### config.mk
export PLATFORM = sky130hd
export DESIGN_NAME = irda_pulse_mod
export DESIGN_NICKNAME = d
export VERILOG_FILES = /design/src/rtl/irda_pulse_mod.sv
export SDC_FILE = /design/constraint.sdc
export NUM_CORES = 1
export LEC_CHECK = 0
export BUFFER_PORTS_ARGS = -buffer_cell sky130_fd_sc_hd__buf_2
export CORE_ASPECT_RATIO = 0.7
export CORE_MARGIN = 1.5
export CORE_UTILIZATION = 55
export DETAILED_ROUTE_END_ITERATION = 12
export HOLD_SLACK_MARGIN = 0.15
export PLACE_DENSITY = 0.82
export SLEW_MARGIN = 20
export SYNTH_ARGS = -nofsm -noshare
export SYNTH_HDL_FRONTEND = slang
export SYNTH_SLANG_ARGS = --single-unit
export TNS_END_PERCENT = 20
### constraint.sdc
create_clock -name clk -period 1.9 [get_ports clk]
set_input_delay 0.38 -clock clk [delete_from_list [all_inputs] [get_ports clk]]
set_output_delay 0.38 -clock clk [all_outputs]
set_load 0.05 [all_outputs]
### src/rtl/irda_pulse_mod.sv
module irda_pulse_mod #(
  parameter int DIV_W       = 4,
  parameter int PULSE_STEPS = 3
) (
  input  logic             clk,
  input  logic             rst_n,
  input  logic             cfg_wr,
  input  logic             cfg_fixed_pw,
  input  logic [DIV_W-1:0] cfg_div_n,
  input  logic [1:0]       cfg_clk_sel,
  input  logic             tick16,
  input  logic             tx_en,
  input  logic             bit_start,
  input  logic             tx_bit,
  output logic             ir_tx,
  output logic             brg_ce
);
  localparam int STEP_W = $clog2(PULSE_STEPS + 1);
  localparam int PRE_W  = 6;

  logic             sh_fixed, act_fixed;
  logic [DIV_W-1:0] sh_n, act_n;
  logic [1:0]       sh_sel, act_sel;
  logic [PRE_W-1:0] pre_cnt;
  logic [DIV_W-1:0] div_cnt;
  logic [STEP_W-1:0] step_cnt;
  logic             ir_q;
  logic             half_tick, step;

  assign half_tick = (div_cnt == act_n);
  assign step      = act_fixed ? half_tick : tick16;
  assign ir_tx     = ir_q;

  always_comb begin
    case (act_sel)
      2'd0:    brg_ce = 1'b1;
      2'd1:    brg_ce = &pre_cnt[1:0];
      2'd2:    brg_ce = &pre_cnt[3:0];
      default: brg_ce = &pre_cnt[5:0];
    endcase
  end

  always_ff @(posedge clk or negedge rst_n) begin
    if (!rst_n) begin
      sh_fixed  <= 1'b0;
      sh_n      <= '0;
      sh_sel    <= '0;
      act_fixed <= 1'b0;
      act_n     <= '0;
      act_sel   <= '0;
    end else begin
      if (cfg_wr) begin
        sh_fixed <= cfg_fixed_pw;
        sh_n     <= cfg_div_n;
        sh_sel   <= cfg_clk_sel;
      end
      if (bit_start || !tx_en) begin
        act_fixed <= sh_fixed;
        act_n     <= sh_n;
        act_sel   <= sh_sel;
      end
    end
  end

  always_ff @(posedge clk or negedge rst_n) begin
    if (!rst_n) pre_cnt <= '0;
    else        pre_cnt <= pre_cnt + 1'b1;
  end

  always_ff @(posedge clk or negedge rst_n) begin
    if (!rst_n) begin
      ir_q     <= 1'b0;
      div_cnt  <= '0;
      step_cnt <= '0;
    end else if (!tx_en) begin
      ir_q     <= 1'b0;
      div_cnt  <= '0;
      step_cnt <= '0;
    end else if (bit_start) begin
      ir_q     <= ~tx_bit;
      div_cnt  <= '0;
      step_cnt <= '0;
    end else if (ir_q) begin
      if (act_fixed) div_cnt <= half_tick ? '0 : div_cnt + 1'b1;
      if (step) begin
        if (step_cnt == STEP_W'(PULSE_STEPS - 1)) ir_q <= 1'b0;
        else                                      step_cnt <= step_cnt + 1'b1;
      end
    end
  end
endmodule

==> results of run 1 <==
[power by group]
group / total [uW] / switching (uW) / leakage (uW) / internal, uW
Sequential: 640 / 29.8 / 0.000332 / 611
Clock: 246 / 165 / 0.0000139 / 80.7
Combinational: 131 / 74.6 / 0.000308 / 56.5
Total: 1020 / 270 / 0.000654 / 748
[cell type report]
class                      instances  share of cell area
sequential                        27               0.487
multi-input combinational         80               0.377
timing repair buffer              18              0.0740
tap                               32              0.0289
clock buffer                       3              0.0162
inverter                           4              0.0108
clock inverter                     1             0.00542
[routing by layer]
metal / up-vias / routed length (um) / share of wire
met3: 6 / 95 / 0.046
met4: 0 / 44 / 0.021
li1: 419 / - / -
met2: 23 / 1020 / 0.49
met5: - / 0 / 0
met1: 418 / 928 / 0.44
[per-stage QoR]
stage | instances | setup slack (ns) | utilization
after CTS | 163 | 0.0830 | 0.641
after global routing | 165 | 0.0122 | 0.649
final | 165 | 0.167 | 0.649
after global placement | 158 | 0.473 | 0.622
after detailed placement | 158 | 0.404 | 0.622
after floorplan | 114 | 0.150 | -
[Yosys cell counts]
library cell | n | area share
buf_6 | 1 | 0.0091
nand3_1 | 7 | 0.028
a21oi_4 | 1 | 0.013
o211ai_1 | 1 | 0.0061
a41oi_1 | 1 | 0.0071
and3_1 | 1 | 0.0051
and2b_1 | 1 | 0.0061
dfrtp_1 | 27 | 0.55
and4bb_1 | 1 | 0.010
xnor2_1 | 7 | 0.050
a221o_1 | 1 | 0.0081
ha_1 | 3 | 0.030
o21ai_0 | 5 | 0.020
clkbuf_1 | 2 | 0.0061
mux2_2 | 7 | 0.064
nand2b_4 | 1 | 0.011
inv_1 | 4 | 0.012
nand4_1 | 1 | 0.0051
nand2_1 | 31 | 0.094
a21oi_1 | 1 | 0.0041
nand2b_1 | 1 | 0.0051
nor2_1 | 2 | 0.0061
nor2b_1 | 1 | 0.0051
mux2i_1 | 2 | 0.016
o2111ai_1 | 1 | 0.0071
and2b_2 | 1 | 0.0071
xor2_1 | 2 | 0.014
[worst max-delay path by stage]
stage	slack (ns)	end	from
after floorplan	0.15	brg_ce	pre_cnt[0]$_DFF_PN0_
after global placement	0.47	div_cnt[2]$_DFFE_PN0P_	bit_start
after detailed placement	0.40	step_cnt[0]$_DFFE_PN0P_	div_cnt[2]$_DFFE_PN0P_
after CTS	0.08	brg_ce	pre_cnt[0]$_DFF_PN0_
after global routing	0.01	brg_ce	pre_cnt[0]$_DFF_PN0_
final	0.17	brg_ce	pre_cnt[0]$_DFF_PN0_
[cell usage in the layout, fill, tap and decap left out, types with 3 or more instances in the layout]
cell / instances
nand2_1: 31
dfrtp_1: 27
buf_2: 14
nand3_1: 7
xnor2_1: 7
mux2_2: 7
o21ai_0: 5
inv_1: 4
ha_1: 3
clkbuf_4: 3
buf_4: 3
[kinds of logic (layout without fill, tap and decap cells)]
| family | count (synthesis) | after routing |
|---|---|---|
| buf+inv | 7 | 26 |
| simple gates | 48 | 48 |
| fa+ha+maj | 3 | 3 |
| xor+xnor | 9 | 9 |
| mux | 9 | 9 |
| compound gates | 11 | 11 |
| flops | 27 | 27 |
[critical path, stage by stage (launching register included)]
cell and delay, ns:
dfrtp_1 0.41, ha_1 0.22, nor2_1 0.06, a21oi_1 0.12, buf_4 0.22
[registers in the layout (all words and copies together), names as in the netlist]
signal     count
act_fixed      1
act_n          4
act_sel        2
div_cnt        4
ir_tx          1
pre_cnt        6
sh_fixed       1
sh_n           4
sh_sel         2
step_cnt       2
[what timing repair did]
item,in CTS,in global routing
resized for setup,0,2
endpoints found under the hold margin,27,0
hold buffers,1,0
buffers inserted,0,2
endpoints found under the setup margin,0,1
==> results.md, run 1 <==
* Number of instances in the synthesized netlist at 114
* Data arrival time of the critical path at 1.35 ns
* Share of post-route cells with drive strength above 1 at 0.233
* Most crowded layer after global routing: met2
* #FFs+latches synth at 27
* Synth Area in Simple Gates at 0.184
* Worst slew pin tran at 0.576 ns
* Area of the placeable core at 2140 um^2
* Layout fillers at 184
* Share of synthesized cell area in full adder, half adder and majority cells at 0.0305
* Horizontal extent of the die at 59.6 um
* Crit path capture type: primary output
* Antenna-violating nets left at 0
* Power Total at 1020 uW
* Non-Filler Cell Area, Final at 1390 um^2
* Multi-input gate area in the final layout at 523 um^2
* Combinational family with the most area after synthesis: simple AND/OR/NAND/NOR gates
* Data required time at the worst endpoint at 1.52 ns
* Critical path launch point type: flop
* DRC viols at 0
* Source-to-sink clock delay at the later pin of the worst-skew pair at 0.33 ns
* H-tree levels at 1
* Total power per unit cell area at 734 nW/um^2
* Launch instance of the worst min-delay path: tx_bit
* Clock root buffer master: clkbuf_4
* Largest net degree at the start of global routing at 28
* Overall die area at 2540 um^2
* Total via count after detailed routing at 866
* Antenna fix cells at 0
* Number of nets produced by synthesis at 131
* Met1 track utilization from global routing at 0.252
* Post-layout min period at 1.73 ns
* Layout Area Growth over Synthesis at 12.5%
* Destination of the worst register-to-register timing path: step_cnt[0]$_DFFE_PN0P_
* FMAX at 577 MHz
* TritonCTS clock tree: built
* Clock transition at the registers of the reported paths at 0.14 ns
* Max_cap viols at 0
* Number of nets in the final layout at 151
* Met3 capacity usage during global routing at 0.0648
* Port bufs at 15
* Area of the mapped netlist at 1230 um^2
* Clock tree skew after final layout at 0.00402 ns
* Aggregate routed wire length at 2090 um
* Number of buffers on the longest clock path at 2
* GPL Wtd Cong at 0.808
* Complex-gate fraction of the synthesized area at 0.0660
* DPL Wire Length at 1600 um
* Largest vdd supply drop at 0.517 mV
* Worst setup path category: reg2out
* Synth warnings at 0
* 1st-pass router iterations at 4
* Max Fanout on Critical Path at 3
* Total congestion overflow at 0
* Starting Density at 0.577
* Portion of the clock cycle consumed by the worst path in the final layout at 0.912
* Starting DRT DRC Count at 24
* Number of sinks handled by clock tree synthesis at 27
* Number of global-route vias before repair at 850
* Total global routing track utilization at 0.203
* Cell area reported after detailed placement at 1330 um^2
* Sequential Area at 676 um^2
* Met2 capacity usage during global routing at 0.334
* Worst-case register-to-register setup slack at 0.36 ns
* Routed wire per std cell at 12.6 um
* Minimum hold slack at 0.243 ns
* Number of antenna violations at the first check in global routing at 0
* Result of the run: completed
* Fin. Hold Viols at 0
* Number of cell instances on the worst register-to-register path at 4
* Leak Pwr at 0.000654 uW
* RSZ-0062 raised after global routing: false
* Max-slew violations at 0
* Multiplexer share of the synthesized area at 0.0802
* Syn avg cell area at 10.8 um^2
* Setup TNS at 0 ns
* Number of buffers inserted during clock tree synthesis at 3
* Sequential fraction of the synthesis area at 0.548
* Final setup viols at 0
* Overall die height at 42.6 um
* Ports at 16
* Worst hold path class: in2reg
* Post-synthesis xor/xnor area fraction at 0.0640
* Count of cells along the worst hold path at 2
* Global-route wire length before repair at 3770 um
* Worst relative slew slack at 0.616
* Routed via count divided by cell count at 5.25
* Number of placement rows at 14
* Distinct cell type count after synthesis at 27
* Start of the worst register-to-register path: div_cnt[0]$_DFFE_PN0P_
* Sink of the worst hold path: ir_tx$_DFF_PN0_
(Power assumes the default switching activity.)
==> run 2: changes to the inputs <==
--- a/config.mk
+++ b/config.mk
@@ -6,7 +6,7 @@
 export NUM_CORES = 1
 export LEC_CHECK = 0
 export BUFFER_PORTS_ARGS = -buffer_cell sky130_fd_sc_hd__buf_2
-export CORE_ASPECT_RATIO = 0.7
+export CORE_ASPECT_RATIO = 0.75
 export CORE_MARGIN = 1.5
 export CORE_UTILIZATION = 55
 export DETAILED_ROUTE_END_ITERATION = 12
==> run 2 against run 1 <==
Effect of this change:
- final cell count is 6.1% lower
- non-clock buffer count is 2 lower
- final area is 1.8% lower
- largest power group unchanged
- highest routed layer unchanged
==> results.md, run 2 (synthesized netlist as in run 1, its figures left out) <==
* Critical path cell sequence: ha_1 -> nor2_1 -> a21oi_1 -> buf_4
* Overall die area at 2540 um^2
* Clock root buffer master: clkbuf_4
* Routed via count divided by cell count at 5.35
* Routed wire per std cell at 13.3 um
* Clock tree skew after final layout at 0.00824 ns
* Met1 track utilization from global routing at 0.264
* Starting DRT DRC Count at 48
* Total power per unit cell area at 754 nW/um^2
* Number of flip-flops in the largest register at 6
* Layout fillers at 168
* Setup TNS at 0 ns
* RSZ-0062 raised after global routing: false
* FMAX at 569 MHz
* Crit path capture type: primary output
* Data arrival time of the critical path at 1.38 ns
* Commonest cells after routing, fill and taps aside: nand2_1 (31), dfrtp_1 (27), buf_2 (14)
* Largest net degree at the start of global routing at 28
* Most common cell after layout, fill and taps aside: nand2_1
* Antenna-violating nets left at 0
* Largest vdd supply drop at 0.431 mV
* Critical path launch point type: flop
* Ports at 16
* Worst relative slew slack at 0.611
* Number of placement rows at 14
* Total congestion overflow at 0
* Met3 capacity usage during global routing at 0.0657
* TritonCTS clock tree: built
* Antenna fix cells at 0
* Final setup viols at 0
* Leak Pwr at 0.000646 uW
* Starting Density at 0.596
* Utilization after layout at 0.659
* H-tree levels at 1
* Post-layout min period at 1.76 ns
* Worst setup path category: reg2out
* Multi-input gate area in the final layout at 523 um^2
* Result of the run: completed
* Layout Area Growth over Synthesis at 10.5%
* 1st-pass router iterations at 4
* Largest register by flop count: pre_cnt
* Max stage delay cell, worst path: dfrtp_1
* Portion of the clock cycle consumed by the worst path in the final layout at 0.925
* Number of sinks handled by clock tree synthesis at 27
* Max-slew violations at 0
* Number of buffers on the longest clock path at 2
* Number of global-route vias before repair at 793
* Max_cap viols at 0
* Worst slew pin tran at 0.584 ns
* Fin. Hold Viols at 0
* Global-route wire length before repair at 3570 um
* Number of antenna violations at the first check in global routing at 0
* Share of post-route cells with drive strength above 1 at 0.221
* Area of the placeable core at 2070 um^2
* Total via count after detailed routing at 829
* Total global routing track utilization at 0.191
* Max Fanout on Critical Path at 4
* Number of buffers inserted during clock tree synthesis at 3
* Number of nets in the final layout at 149
* DRC viols at 0
* GPL Wtd Cong at 0.812
* Clock transition at the registers of the reported paths at 0.15 ns
* Sequential Area at 676 um^2
* Maximum single-stage delay on the critical path at 0.42 ns
* Worst hold path class: in2reg
* Data required time at the worst endpoint at 1.52 ns
* Most crowded layer after global routing: met2
* Power Total at 1030 uW
* Source-to-sink clock delay at the later pin of the worst-skew pair at 0.33 ns
* Met2 capacity usage during global routing at 0.293
* DPL Wire Length at 1570 um
* Port bufs at 15
* Aggregate routed wire length at 2060 um
* Overall die height at 44.0 um
* Horizontal extent of the die at 57.7 um
[run 2: layout make-up]
cell class              count  share of cell area
clock buffers               3              0.0165
clock inverters             1             0.00551
inverters                   4              0.0110
multi-input cells          80               0.384
flip-flops and latches     27               0.496
well taps                  24              0.0221
repair buffers             16              0.0643
[run 2: metrics by stage]
step,setup slack [ns],hold slack [ns],instance area [um^2],cells
final,0.143,0.244,1360,155
after global routing,0.0184,0.241,1360,155
after CTS,0.0885,0.238,1360,155
after detailed placement,0.399,0.411,1320,150
after global placement,0.471,0.405,1320,150
after floorplan,0.150,0.0844,1230,114
[run 2: timing repair]
| item | CTS | global route |
|---|---|---|
| buffers inserted | 0 | 0 |
| gates resized for setup | 0 | 2 |
| endpoints found under the setup margin | 0 | 1 |
| hold buffers | 1 | 0 |
| endpoints found under the hold margin | 27 | 0 |
[run 2: report_power, final]
group | internal, uW | switching, uW
Sequential | 611 | 29.8
Clock | 80.7 | 173
Combinational | 56.6 | 75.5
Total | 748 | 278
[run 2: final timing paths]
path | slack [ns] | startpoint | cells after the start | endpoint
min in group asynchronous | 0.57 | rst_n | 2 | pre_cnt[2]$_DFF_PN0_
min reg2reg | 0.50 | pre_cnt[5]$_DFF_PN0_ | 1 | pre_cnt[5]$_DFF_PN0_
max | 0.14 | pre_cnt[0]$_DFF_PN0_ | 4 | brg_ce
max in group asynchronous | 0.95 | rst_n | 2 | act_fixed$_DFFE_PN0N_
max reg2reg | 0.37 | div_cnt[2]$_DFFE_PN0P_ | 4 | step_cnt[0]$_DFFE_PN0P_
min | 0.24 | tx_bit | 2 | ir_tx$_DFF_PN0_
[run 2: routing by layer]
metal | part of all wire | vias to the layer above
met4 | 0.0063 | 0
met5 | 0 | -
met3 | 0.048 | 2
met1 | 0.49 | 391
met2 | 0.45 | 23
li1 | - | 413
[run 2: worst max-delay path: cells and delay by family (launching register included)]
family / cells / cell delay [ns]
buffers and inverters: 1 / 0.22
adders and majority gates: 1 / 0.22
AOI/OAI and AO/OA: 1 / 0.13
DFF: 1 / 0.42
and+or+nand+nor: 1 / 0.06
==> run 3: changes to the inputs <==
--- a/config.mk
+++ b/config.mk
@@ -8,10 +8,10 @@
 export BUFFER_PORTS_ARGS = -buffer_cell sky130_fd_sc_hd__buf_2
 export CORE_ASPECT_RATIO = 0.75
 export CORE_MARGIN = 1.5
-export CORE_UTILIZATION = 55
+export CORE_UTILIZATION = 25
 export DETAILED_ROUTE_END_ITERATION = 12
 export HOLD_SLACK_MARGIN = 0.15
-export PLACE_DENSITY = 0.82
+export PLACE_DENSITY = 0.47
 export SLEW_MARGIN = 20
 export SYNTH_ARGS = -nofsm -noshare
 export SYNTH_HDL_FRONTEND = slang
==> run 3 against run 2 <==
Effect of this change:
- register-to-register slack barely moved
- critical path depth stayed put
- sequential share of layout area decreased by 2.1 points
- final cell count grew 21%
- clock skew shrank 0.0051 ns
- clock power is 33% higher
- largest cell class unchanged
- flip-flop and latch count unchanged
- highest routed layer unchanged
- routed wire length decreased by 3.9%
- power increased by 7.9%
- worst hold slack gained 0.073 ns
- combinational power is essentially flat
==> results.md, run 3 (synthesized netlist as in run 1, its figures left out) <==
* Max-slew violations at 0
* Critical path cell sequence: ha_1 -> nor2_1 -> a21oi_1 -> buf_2
* Largest register by flop count: pre_cnt
* Clock tree skew after final layout at 0.00309 ns
* Worst hold path class: in2reg
* Post-layout min period at 1.71 ns
* Total global routing track utilization at 0.0840
* Source-to-sink clock delay at the later pin of the worst-skew pair at 0.27 ns
* RSZ-0062 raised after global routing: false
* Routed via count divided by cell count at 4.28
* Number of nets in the final layout at 149
* Clock root buffer master: clkbuf_8
* Data arrival time of the critical path at 1.33 ns
* Area of the placeable core at 4600 um^2
* Routed wire per std cell at 10.5 um
* Number of global-route vias before repair at 795
* Worst slew pin tran at 0.597 ns
* Maximum single-stage delay on the critical path at 0.39 ns
* Setup TNS at 0 ns
* Cell count after placement at 183
* Stages on the worst setup path at 4
* Number of cell instances on the worst register-to-register path at 6
* Antenna fix cells at 0
* Commonest cells after routing, fill and taps aside: nand2_1 (31), dfrtp_1 (27), buf_2 (15)
* Port bufs at 15
* Max_cap viols at 0
* FMAX at 586 MHz
* Worst path buffer plus inverter count at 1
* Overall die height at 63.8 um
* Overall die area at 5360 um^2
* Ports at 16
* GPL Wtd Cong at 0.793
* Share of post-route cells with drive strength above 1 at 0.221
* Result of the run: completed
* Max stage delay cell, worst path: dfrtp_1
* Antenna-violating nets left at 0
* Crit path capture type: primary output
* Fin. Hold Viols at 0
* Clock transition at the registers of the reported paths at 0.10 ns
* Number of flip-flops in the largest register at 6
* TritonCTS clock tree: built
* Data required time at the worst endpoint at 1.52 ns
* Number of buffers on the longest clock path at 2
* Max Fanout on Critical Path at 4
* Total congestion overflow at 0
* Largest vdd supply drop at 0.427 mV
* Number of buffers inserted during clock tree synthesis at 3
* Leak Pwr at 0.000658 uW
* Horizontal extent of the die at 84.1 um
* Total power per unit cell area at 779 nW/um^2
* Critical path launch point type: flop
* Global-route wire length before repair at 3580 um
* Portion of the clock cycle consumed by the worst path in the final layout at 0.898
* Number of placement rows at 21
* Starting DRT DRC Count at 20
* Aggregate routed wire length at 1980 um
* Cell class contributing the biggest share of worst-path delay: flip-flops
* Worst setup path category: reg2out
* Worst relative slew slack at 0.602
* DPL Wire Length at 1500 um
* Count of cells along the worst hold path at 2
* Layout Area Growth over Synthesis at 15.2%
* Most common cell after layout, fill and taps aside: nand2_1
* Final setup viols at 0
* DRC viols at 0
* Non-filler cells, final at 188
* H-tree levels at 1
* Largest net degree at the start of global routing at 28
* Number of sinks handled by clock tree synthesis at 27
* Total via count after detailed routing at 805
* 1st-pass router iterations at 4
* Number of antenna violations at the first check in global routing at 0
* Number of buffers inserted to repair setup after CTS at 0
* Starting Density at 0.268
[run 3: cell types whose count changed in the layout (fill, tap and decap cells not counted)]
| cell | change |
|---|---|
| clkbuf_8 | +3 |
| clkbuf_4 | -3 |
| buf_4 | -1 |
| buf_2 | +1 |
| inv_6 | +1 |
| clkinvlp_4 | -1 |
[run 3: path summary, 6_finish.rpt]
| check | start | endpoint | slack [ns] |
|---|---|---|---|
| worst max-delay path | pre_cnt[0]$_DFF_PN0_ | brg_ce | 0.19 |
| worst min-delay path | tx_bit | ir_tx$_DFF_PN0_ | 0.32 |
| worst max register to register | step_cnt[0]$_DFFE_PN0P_ | step_cnt[1]$_DFFE_PN0P_ | 0.38 |
| worst min register to register | pre_cnt[5]$_DFF_PN0_ | pre_cnt[5]$_DFF_PN0_ | 0.48 |
| max in group asynchronous | rst_n | act_sel[0]$_DFFE_PN0N_ | 0.87 |
| min in group asynchronous | rst_n | sh_n[3]$_DFFE_PN0P_ | 0.64 |
[run 3: final cells by class]
cell class | count | area [um^2]
Clock inverter | 1 | 8.76
Sequential cell | 27 | 676
Tap cell | 57 | 71.3
Fill cell | 446 | 3180
Inverter | 4 | 15.0
Timing Repair Buffer | 16 | 85.1
Multi-Input combinational cell | 80 | 523
Clock buffer | 3 | 41.3
[run 3: through the flow]
stage                     instance area, um^2   util  worst slack [ns]  hold slack (ns)  total power (uW)
after global placement                   1360  0.296             0.433            0.421               777
final                                    1420  0.309             0.193            0.317              1110
after global routing                     1420  0.309            0.0486            0.310              1180
after floorplan                          1230      -             0.150           0.0844               734
after CTS                                1420  0.309             0.156            0.310              1130
after detailed placement                 1360  0.296             0.411            0.429               780
[run 3: per-layer routing]
layer | vias up | GRT usage | wire (um)
li1 | 413 | - | -
met5 | - | 0 | 0
met2 | 11 | 0.128 | 868
met3 | 2 | 0.0310 | 75
met1 | 379 | 0.114 | 1020
met4 | 0 | 0.0184 | 18
[run 3: what timing repair did]
item,4_1_cts,5_1_grt
resized for setup,0,0
hold endpoints to repair,27,0
hold buffers,1,0
[run 3: power by group]
group	internal (uW)	switching, uW
Clock	154	185
Combinational	55.1	74.6
Sequential	610	28.0
Total	819	288
